$ cat src/rtl/ard_pkg.sv
package ard_pkg;
  localparam logic [1:0] SZ_BYTE  = 2'd0;
  localparam logic [1:0] SZ_HALF  = 2'd1;
  localparam logic [1:0] SZ_WORD  = 2'd2;
  localparam logic [1:0] MD_FETCH = 2'd0;
  localparam logic [1:0] MD_LOAD  = 2'd1;
  localparam logic [1:0] MD_STORE = 2'd2;

  typedef enum logic [2:0] {
    EX_NONE = 3'd0,
    EX_ADEL = 3'd1,
    EX_ADES = 3'd2,
    EX_IBE  = 3'd3,
    EX_DBE  = 3'd4
  } exc_e;

  function automatic logic [2:0] width_bytes(input logic [1:0] size);
    case (size)
      SZ_BYTE: return 3'd1;
      SZ_HALF: return 3'd2;
      default: return 3'd4;
    endcase
  endfunction
endpackage

$ cat src/rtl/ard_region_file.sv
module ard_region_file #(
  parameter int N  = 8,
  parameter int AW = 32,
  parameter int IW = 3
) (
  input  logic                  clk_i,
  input  logic                  rst_ni,
  input  logic                  cfg_we_i,
  input  logic [IW-1:0]         cfg_idx_i,
  input  logic                  cfg_en_i,
  input  logic [AW-1:0]         cfg_base_i,
  input  logic [AW-1:0]         cfg_ext_i,
  input  logic                  cfg_rd_i,
  input  logic                  cfg_wr_i,
  output logic [N-1:0]          en_o,
  output logic [N-1:0][AW-1:0]  base_o,
  output logic [N-1:0][AW-1:0]  ext_o,
  output logic [N-1:0]          rd_ok_o,
  output logic [N-1:0]          wr_ok_o,
  output logic                  cfg_err_o
);
  logic [N-1:0]         en_q, rd_q, wr_q, clash;
  logic [N-1:0][AW-1:0] base_q, ext_q;
  logic                 err_q;
  logic [AW:0]          new_end;
  logic                 idx_ok;

  assign new_end = {1'b0, cfg_base_i} + {1'b0, cfg_ext_i};
  assign idx_ok  = int'(cfg_idx_i) < N;

  // pairwise overlap of the incoming region against every other live one
  for (genvar g = 0; g < N; g++) begin : g_clash
    logic [AW:0] old_end;
    assign old_end  = {1'b0, base_q[g]} + {1'b0, ext_q[g]};
    assign clash[g] = en_q[g] && (cfg_idx_i != IW'(g)) && cfg_en_i &&
                      (ext_q[g] != '0) && (cfg_ext_i != '0) &&
                      ({1'b0, cfg_base_i} < old_end) &&
                      ({1'b0, base_q[g]} < new_end);
  end

  always_ff @(posedge clk_i or negedge rst_ni) begin
    if (!rst_ni) begin
      en_q   <= '0;
      rd_q   <= '0;
      wr_q   <= '0;
      base_q <= '0;
      ext_q  <= '0;
      err_q  <= 1'b0;
    end else begin
      err_q <= cfg_we_i && (|clash);
      if (cfg_we_i && !(|clash) && idx_ok) begin
        en_q[cfg_idx_i]   <= cfg_en_i;
        rd_q[cfg_idx_i]   <= cfg_rd_i;
        wr_q[cfg_idx_i]   <= cfg_wr_i;
        base_q[cfg_idx_i] <= cfg_base_i;
        ext_q[cfg_idx_i]  <= cfg_ext_i;
      end
    end
  end

  assign en_o      = en_q;
  assign base_o    = base_q;
  assign ext_o     = ext_q;
  assign rd_ok_o   = rd_q;
  assign wr_ok_o   = wr_q;
  assign cfg_err_o = err_q;

  // a refused write leaves the table untouched
  a_r11_reject_keeps: assert property (@(posedge clk_i) disable iff (!rst_ni)
    cfg_err_o |-> ($stable(en_q) && $stable(base_q) && $stable(ext_q) &&
                   $stable(rd_q) && $stable(wr_q)));
endmodule

$ cat src/rtl/ard_lookup.sv
module ard_lookup #(
  parameter int N  = 8,
  parameter int AW = 32,
  parameter int IW = 3
) (
  input  logic                  clk_i,
  input  logic                  rst_ni,
  input  logic [AW-1:0]         addr_i,
  input  logic                  upd_i,
  input  logic [N-1:0]          en_i,
  input  logic [N-1:0][AW-1:0]  base_i,
  input  logic [N-1:0][AW-1:0]  ext_i,
  output logic [N-1:0]          match_o,
  output logic [IW-1:0]         sel_o,
  output logic [AW-1:0]         off_o,
  output logic                  mru_hit_o
);
  logic [N-1:0]  m;
  logic [IW-1:0] prio, mru_q;
  logic          mru_vld_q, mru_hit;

  for (genvar g = 0; g < N; g++) begin : g_match
    logic [AW-1:0] diff;
    assign diff = addr_i - base_i[g];
    assign m[g] = en_i[g] && (addr_i >= base_i[g]) && (diff < ext_i[g]);
  end

  // lowest index wins: scan downward, last assignment sticks
  always_comb begin
    prio = '0;
    for (int i = N - 1; i >= 0; i--) begin
      if (m[i]) prio = IW'(i);
    end
  end

  assign mru_hit = mru_vld_q && m[mru_q];
  assign sel_o   = mru_hit ? mru_q : prio;
  assign off_o   = addr_i - base_i[sel_o];

  always_ff @(posedge clk_i or negedge rst_ni) begin
    if (!rst_ni) begin
      mru_q     <= '0;
      mru_vld_q <= 1'b0;
    end else if (upd_i && (|m) && !mru_hit) begin
      mru_q     <= prio;
      mru_vld_q <= 1'b1;
    end
  end

  assign match_o   = m;
  assign mru_hit_o = mru_hit;

  // the table never yields two candidate regions
  a_r1_disjoint: assert property (@(posedge clk_i) disable iff (!rst_ni)
    $onehot0(m));
  // a successful lookup leaves its region as the remembered one
  a_r2_learn: assert property (@(posedge clk_i) disable iff (!rst_ni)
    (upd_i && (|m)) |=> (mru_vld_q && (mru_q == $past(sel_o))));
endmodule

$ cat src/rtl/ard_berr_log.sv
module ard_berr_log #(
  parameter int AW = 32,
  parameter int DW = 32
) (
  input  logic          clk_i,
  input  logic          rst_ni,
  input  logic          err_i,
  input  logic          clr_i,
  input  logic [1:0]    mode_i,
  input  logic [AW-1:0] addr_i,
  input  logic [1:0]    size_i,
  input  logic [DW-1:0] data_i,
  output logic          vld_o,
  output logic [1:0]    mode_o,
  output logic [AW-1:0] addr_o,
  output logic [2:0]    width_o,
  output logic [DW-1:0] data_o
);
  import ard_pkg::*;

  logic          vld_q;
  logic [1:0]    mode_q;
  logic [AW-1:0] addr_q;
  logic [2:0]    width_q;
  logic [DW-1:0] data_q;

  always_ff @(posedge clk_i or negedge rst_ni) begin
    if (!rst_ni) begin
      vld_q   <= 1'b0;
      mode_q  <= '0;
      addr_q  <= '0;
      width_q <= '0;
      data_q  <= '0;
    end else if (err_i) begin
      vld_q   <= 1'b1;
      mode_q  <= mode_i;
      addr_q  <= addr_i;
      width_q <= width_bytes(size_i);
      data_q  <= (mode_i == MD_STORE) ? data_i : '0;
    end else if (clr_i) begin
      vld_q <= 1'b0;
    end
  end

  assign vld_o   = vld_q;
  assign mode_o  = mode_q;
  assign addr_o  = addr_q;
  assign width_o = width_q;
  assign data_o  = data_q;

  // a fault is logged on the next cycle
  a_r9_capture: assert property (@(posedge clk_i) disable iff (!rst_ni)
    err_i |=> (vld_o && (addr_o == $past(addr_i)) && (mode_o == $past(mode_i))));
  // log holds without clear or new fault
  a_r10_hold: assert property (@(posedge clk_i) disable iff (!rst_ni)
    (vld_o && !err_i && !clr_i) |=> (vld_o && $stable(addr_o) && $stable(data_o) &&
                                     $stable(width_o) && $stable(mode_o)));
  // a bare clear empties the log
  a_r10_clear: assert property (@(posedge clk_i) disable iff (!rst_ni)
    (clr_i && !err_i) |=> !vld_o);
endmodule

$ cat src/rtl/addr_range_decoder.sv
module addr_range_decoder #(
  parameter  int N_REGIONS = 8,
  parameter  int ADDR_W    = 32,
  parameter  int DATA_W    = 32,
  localparam int IDX_W     = (N_REGIONS > 1) ? $clog2(N_REGIONS) : 1
) (
  input  logic              clk_i,
  input  logic              rst_ni,
  input  logic              cfg_we_i,
  input  logic [IDX_W-1:0]  cfg_idx_i,
  input  logic              cfg_en_i,
  input  logic [ADDR_W-1:0] cfg_base_i,
  input  logic [ADDR_W-1:0] cfg_ext_i,
  input  logic              cfg_rd_i,
  input  logic              cfg_wr_i,
  output logic              cfg_err_o,
  input  logic              req_vld_i,
  input  logic [ADDR_W-1:0] req_addr_i,
  input  logic [1:0]        req_size_i,
  input  logic [1:0]        req_mode_i,
  input  logic [DATA_W-1:0] req_wdata_i,
  input  logic              berr_clr_i,
  output logic              hit_o,
  output logic [IDX_W-1:0]  region_o,
  output logic [ADDR_W-1:0] offset_o,
  output logic              mru_hit_o,
  output logic [2:0]        exc_o,
  output logic              ones_o,
  output logic              rd_en_o,
  output logic              wr_en_o,
  output logic              berr_vld_o,
  output logic [1:0]        berr_mode_o,
  output logic [ADDR_W-1:0] berr_addr_o,
  output logic [2:0]        berr_width_o,
  output logic [DATA_W-1:0] berr_data_o
);
  import ard_pkg::*;

  logic [N_REGIONS-1:0]             en, rd_ok, wr_ok, match;
  logic [N_REGIONS-1:0][ADDR_W-1:0] base, ext;
  logic [IDX_W-1:0]                 sel;
  logic [ADDR_W-1:0]                off;
  logic                             lk_mru, misal, is_read, is_store, any_m, hit, miss;
  exc_e                             exc;

  ard_region_file #(.N(N_REGIONS), .AW(ADDR_W), .IW(IDX_W)) u_regs (
    .clk_i     (clk_i),
    .rst_ni    (rst_ni),
    .cfg_we_i  (cfg_we_i),
    .cfg_idx_i (cfg_idx_i),
    .cfg_en_i  (cfg_en_i),
    .cfg_base_i(cfg_base_i),
    .cfg_ext_i (cfg_ext_i),
    .cfg_rd_i  (cfg_rd_i),
    .cfg_wr_i  (cfg_wr_i),
    .en_o      (en),
    .base_o    (base),
    .ext_o     (ext),
    .rd_ok_o   (rd_ok),
    .wr_ok_o   (wr_ok),
    .cfg_err_o (cfg_err_o)
  );

  assign is_store = (req_mode_i == MD_STORE);
  assign is_read  = !is_store;
  assign misal    = ((req_size_i == SZ_HALF) && req_addr_i[0]) ||
                    ((req_size_i[1]) && (req_addr_i[1:0] != 2'b00));

  ard_lookup #(.N(N_REGIONS), .AW(ADDR_W), .IW(IDX_W)) u_lookup (
    .clk_i    (clk_i),
    .rst_ni   (rst_ni),
    .addr_i   (req_addr_i),
    .upd_i    (req_vld_i && !misal),
    .en_i     (en),
    .base_i   (base),
    .ext_i    (ext),
    .match_o  (match),
    .sel_o    (sel),
    .off_o    (off),
    .mru_hit_o(lk_mru)
  );

  assign any_m = |match;
  assign hit   = req_vld_i && !misal && any_m;
  assign miss  = req_vld_i && !misal && !any_m;

  always_comb begin
    exc = EX_NONE;
    if (req_vld_i) begin
      if (misal)       exc = is_read ? EX_ADEL : EX_ADES;
      else if (!any_m) exc = (req_mode_i == MD_FETCH) ? EX_IBE : EX_DBE;
    end
  end

  assign hit_o     = hit;
  assign region_o  = hit ? sel : '0;
  assign offset_o  = hit ? off : '0;
  assign mru_hit_o = hit && lk_mru;
  assign exc_o     = exc;
  assign rd_en_o   = hit && is_read && rd_ok[sel];
  assign wr_en_o   = hit && is_store && wr_ok[sel];
  assign ones_o    = req_vld_i && is_read && !rd_en_o;

  ard_berr_log #(.AW(ADDR_W), .DW(DATA_W)) u_berr (
    .clk_i  (clk_i),
    .rst_ni (rst_ni),
    .err_i  (miss),
    .clr_i  (berr_clr_i),
    .mode_i (req_mode_i),
    .addr_i (req_addr_i),
    .size_i (req_size_i),
    .data_i (req_wdata_i),
    .vld_o  (berr_vld_o),
    .mode_o (berr_mode_o),
    .addr_o (berr_addr_o),
    .width_o(berr_width_o),
    .data_o (berr_data_o)
  );

  // stores reach the region only when clean and hitting
  a_r8_wr_gate: assert property (@(posedge clk_i) disable iff (!rst_ni)
    wr_en_o |-> (is_store && hit_o && (exc_o == 3'd0) && !ones_o));
  // the all-ones override only applies to reads that were not forwarded
  a_r6_ones_read: assert property (@(posedge clk_i) disable iff (!rst_ni)
    ones_o |-> (is_read && !rd_en_o));
  // alignment faults block every forward
  a_r3_align_blocks: assert property (@(posedge clk_i) disable iff (!rst_ni)
    ((exc_o == 3'd1) || (exc_o == 3'd2)) |-> (!hit_o && !rd_en_o && !wr_en_o));
  // shortcut selection implies a hit
  a_r2_mru_is_hit: assert property (@(posedge clk_i) disable iff (!rst_ni)
    mru_hit_o |-> hit_o);
  // bus errors reach the log
  a_r5_berr_logged: assert property (@(posedge clk_i) disable iff (!rst_ni)
    ((exc_o == 3'd3) || (exc_o == 3'd4)) |=> (berr_vld_o && (berr_mode_o == $past(req_mode_i))));
endmodule

$ cat config.mk
export PLATFORM = sky130hd
export DESIGN_NAME = addr_range_decoder
export DESIGN_NICKNAME = d
export VERILOG_FILES = /design/src/rtl/ard_pkg.sv /design/src/rtl/ard_region_file.sv /design/src/rtl/ard_lookup.sv /design/src/rtl/ard_berr_log.sv /design/src/rtl/addr_range_decoder.sv
export SDC_FILE = /design/constraint.sdc
export NUM_CORES = 2
export LEC_CHECK = 0
export BUFFER_PORTS_ARGS = -buffer_cell sky130_fd_sc_hd__buf_4
export CORE_MARGIN = 1
export CORE_UTILIZATION = 59
export CTS_CLUSTER_DIAMETER = 60
export CTS_CLUSTER_SIZE = 40
export DETAILED_ROUTE_END_ITERATION = 8
export GPL_TIMING_DRIVEN = 1
export PLACE_DENSITY = 0.79
export SYNTH_ARGS = -nofsm -noshare
export SYNTH_HDL_FRONTEND = slang
export SYNTH_SLANG_ARGS = --single-unit
$ cat constraint.sdc
create_clock -name clk_i -period 18.4 [get_ports clk_i]
set_input_delay 4.6 -clock clk_i [delete_from_list [all_inputs] [get_ports clk_i]]
set_output_delay 4.6 -clock clk_i [all_outputs]
set_load 0.01 [all_outputs]
==> impl_metrics.yaml <==
outcome:
  status: "finished, violations left"
  failed_checks: "max-capacitance violations, max-slew violations, negative setup slack"
yosys:
  ys.flop_type: "dfrtp_1"
  ys_async_sr_fraction_pct: 100
  syn-num-nets: 9332
  netlist_instances: 7852
  yosysWarnings: 0
  synth_cell_type_count: 92
  syn_area_per_cell_sq_um: 9.03
  seq_area_frac_synth_pct: 21.6
  synth-edff-count: 0
  syn_area_sq_um: 70900
  synth_seq_cells: 611
sta:
  worst_pin_slew_ns: 1.56
  final_max_slew_viol_count: 5
  hold_violations: 0
  setup_ws_ns: -0.533
  rsz0062_at_grt: "yes"
  clock_skew_ns: 0.0519
  setup_viol: 9
  fin_crit_sh_pct: 103
  slew_headroom_pct: -5.06
  max_freq_mhz: 52.8
  fin_crit_ns: 18.93
floorplan:
  core_area_sq_um: 119000
  rows: 126
  die_x_microns: 349
  ios: 257
  die_h_microns: 349
  initial_core_util_pct: 59.8
  design.die.area_sq_um: 122000
route:
  routedWlPerCell_microns: 28.3
  ant_nets: 0
  firstDrtPassIters: 8
  wl_microns: 296000
  vias: 70200
  detail_route.drc_violations: 0
  via_per_inst: 6.72
  drtIter0Drc: 7652
global_route:
  grt_max_degree: 127
  grt_usage_pct: 47.5
  antenna_found_initial: 21
  grt_pass1_wl_microns: 427000
  grt_overflow: 0
  grt_pass1_vias: 69600
worst_setup_path:
  slowest_delay_ns: 0.47
  cp-end-kind: "primary output"
  cp_max_fo: 5
  cp-start-kind: "primary input"
  r2r-start: "u_regs.base_o[225]"
  r2r_cells: 28
  worstSetupStartpoint: "req_addr_i[0]"
  required_ns: 13.80
  critPathArrivalTime_ns: 14.33
  worst_path_most_repeated_cell: "buf_4"
  cp_slowest_cell: "mux4_2"
  path_class: "in -> out"
worst_hold_path:
  hold_path_depth: 2
  hp-start: "u_berr.data_o[18]"
  min_path_type: "reg -> reg"
cts:
  tritoncts: "built"
  clockRootBuffer: "clkbuf_16"
  htree_num_levels: 3
  cts_hold_buf: 0
  cts_buffers: 86
  clk_latency_ns: 0.74
  clk_path_buf_depth: 3
  cts.reportedPaths.clkPinSlew_ns: 0.07
  cts.sinks: 611
cells_and_area:
  nets: 10200
  drive_gt1_share_pct: 21.6
  finish.instance_area_sq_um: 83900
  syn2layout_area_growth_pct: 18.3
place:
  hpwl_microns: 236000
  portBuffers: 256
  place_congestion: 1.11
  place_area_sq_um: 79100
run:
  drv_cap: 2
==> critical path: cells and delay by family <==
family / cells / cell delay [ns]
AOI/OAI and AO/OA: 19 / 3.15
xor gates and xnor gates: 1 / 0.15
muxes: 2 / 0.62
adders and majority gates: 4 / 1.17
and+or+nand+nor: 12 / 2.10
buffers and inverters: 19 / 2.50
==> logic make-up after synthesis <==
kind of cell	Yosys count	share of synthesized area, %
compound gates	2097	19.2
fa+ha+maj	1337	23.8
buf+inv	777	4.54
xor+xnor	457	5.64
flops	611	21.6
mux	644	11.9
simple gates	1929	13.4
==> placed cells by master (no fill, tap or decap), types with 61 or more instances in the layout <==
cell type | netlist | routed
nand2_1 | 488 | 479
a21oi_1 | 581 | 553
clkbuf_16 | 0 | 87
buf_4 | 21 | 907
a211oi_1 | 96 | 89
o21ai_0 | 412 | 387
nor4_1 | 99 | 96
mux2_2 | 387 | 386
nor2_1 | 444 | 437
a21o_1 | 338 | 338
mux2_4 | 135 | 136
mux4_2 | 63 | 63
xor2_1 | 206 | 204
nor3_1 | 124 | 119
nor2b_1 | 117 | 111
o21bai_1 | 75 | 71
nand2b_1 | 114 | 114
nand3_1 | 172 | 166
nand4_1 | 138 | 138
dfrtp_1 | 611 | 611
and3_1 | 62 | 61
ha_1 | 1319 | 1314
inv_1 | 660 | 659
o21a_1 | 117 | 117
xnor2_1 | 251 | 250
==> synth_stat cells, drive strengths merged, types with 31 or more instances <==
| cell type | n | share of area, % |
|---|---|---|
| dfrtp | 611 | 22 |
| o211ai | 50 | 0.54 |
| mux4 | 63 | 2.0 |
| nor2 | 445 | 2.4 |
| nand2 | 488 | 2.6 |
| nor3 | 125 | 0.89 |
| nand4 | 138 | 1.2 |
| mux2 | 537 | 9.2 |
| xor2 | 206 | 2.5 |
| xnor2 | 251 | 3.1 |
| a211o | 34 | 0.42 |
| nor2b | 117 | 1.0 |
| ha | 1319 | 23 |
| clkbuf | 36 | 0.19 |
| a31oi | 54 | 0.48 |
| and2 | 32 | 0.28 |
| a21boi | 31 | 0.33 |
| o21a | 117 | 1.2 |
| and3 | 62 | 0.55 |
| mux2i | 44 | 0.62 |
| o31ai | 32 | 0.35 |
| a21oi | 581 | 4.1 |
| nand2b | 114 | 1.0 |
| o21bai | 75 | 0.79 |
| buf | 79 | 0.84 |
| a211oi | 98 | 1.1 |
| or3 | 49 | 0.43 |
| a2111oi | 35 | 0.43 |
| nand3 | 172 | 1.2 |
| o21ai | 422 | 3.0 |
| a21o | 338 | 3.6 |
| nor4 | 99 | 0.87 |
| inv | 661 | 3.5 |
==> worst paths after layout <==
kind | slack [ns] | end
min in group asynchronous | 3.88 | u_berr.addr_o[1]
worst min register to register | 0.47 | u_berr.data_o[18]
worst max register to register | 7.72 | u_regs.ext_o[32]
worst min-delay path | 0.47 | u_berr.data_o[18]
worst max-delay path | -0.53 | offset_o[28]
max in group asynchronous | 11.71 | u_regs.ext_o[91]
==> cell type report <==
type,count,area [sq um]
well taps,1600,2000
flip-flops and latches,611,15300
clock inverters,63,748
fillers,9247,34700
diodes,9,22.5
inverters,662,2490
clock buffers,98,2280
repair buffers,944,7330
multi-input cells,6464,53700
==> flip-flops by register name (all words and copies together) (netlist names) <==
name,flops
u_regs.base_o,256
u_berr.vld_o,1
u_lookup.mru_q,3
u_berr.addr_o,32
u_berr.mode_o,2
u_regs.en_o,8
u_regs.cfg_err_o,1
u_regs.rd_ok_o,8
u_berr.width_o,3
u_regs.wr_ok_o,8
u_regs.ext_o,256
u_berr.data_o,32
u_lookup.mru_vld_q,1
==> metrics by stage <==
stage | worst slack [ns] | setup TNS [ns] | utilization, % | hold WS [ns] | std cells
CTS | -0.519 | -1.81 | 70.3 | 0.472 | 10400
global placement | -1.52 | -18.05 | 66.8 | 0.451 | 10200
detailed placement | -1.68 | -21.37 | 66.8 | 0.458 | 10200
global route | -0.828 | -6.89 | 70.7 | 0.494 | 10400
floorplan | 0.110 | 0 | - | 0.441 | 7852
finish | -0.533 | -2.55 | 70.8 | 0.470 | 10500
==> per-layer routing <==
| metal | part of all wire [%] | GRT usage [%] | up-vias |
|---|---|---|---|
| li1 | - | - | 31000 |
| met1 | 37 | 57.1 | 33900 |
| met4 | 9.1 | 36.5 | 6 |
| met3 | 12 | 12.4 | 1096 |
| met5 | 0.015 | 0 | - |
| met2 | 42 | 72.6 | 4153 |
==> what timing repair did <==
| action | 4_1_cts | 5_1_grt |
|---|---|---|
| pin swaps | 101 | 85 |
| resized for setup | 214 | 71 |
| setup buffers | 31 | 22 |
| endpoints found under the setup margin | 22 | 20 |
Power is left out: the tool's default activity adds up to more than one toggle a clock period on the data nets, which glitch-free logic cannot reach.
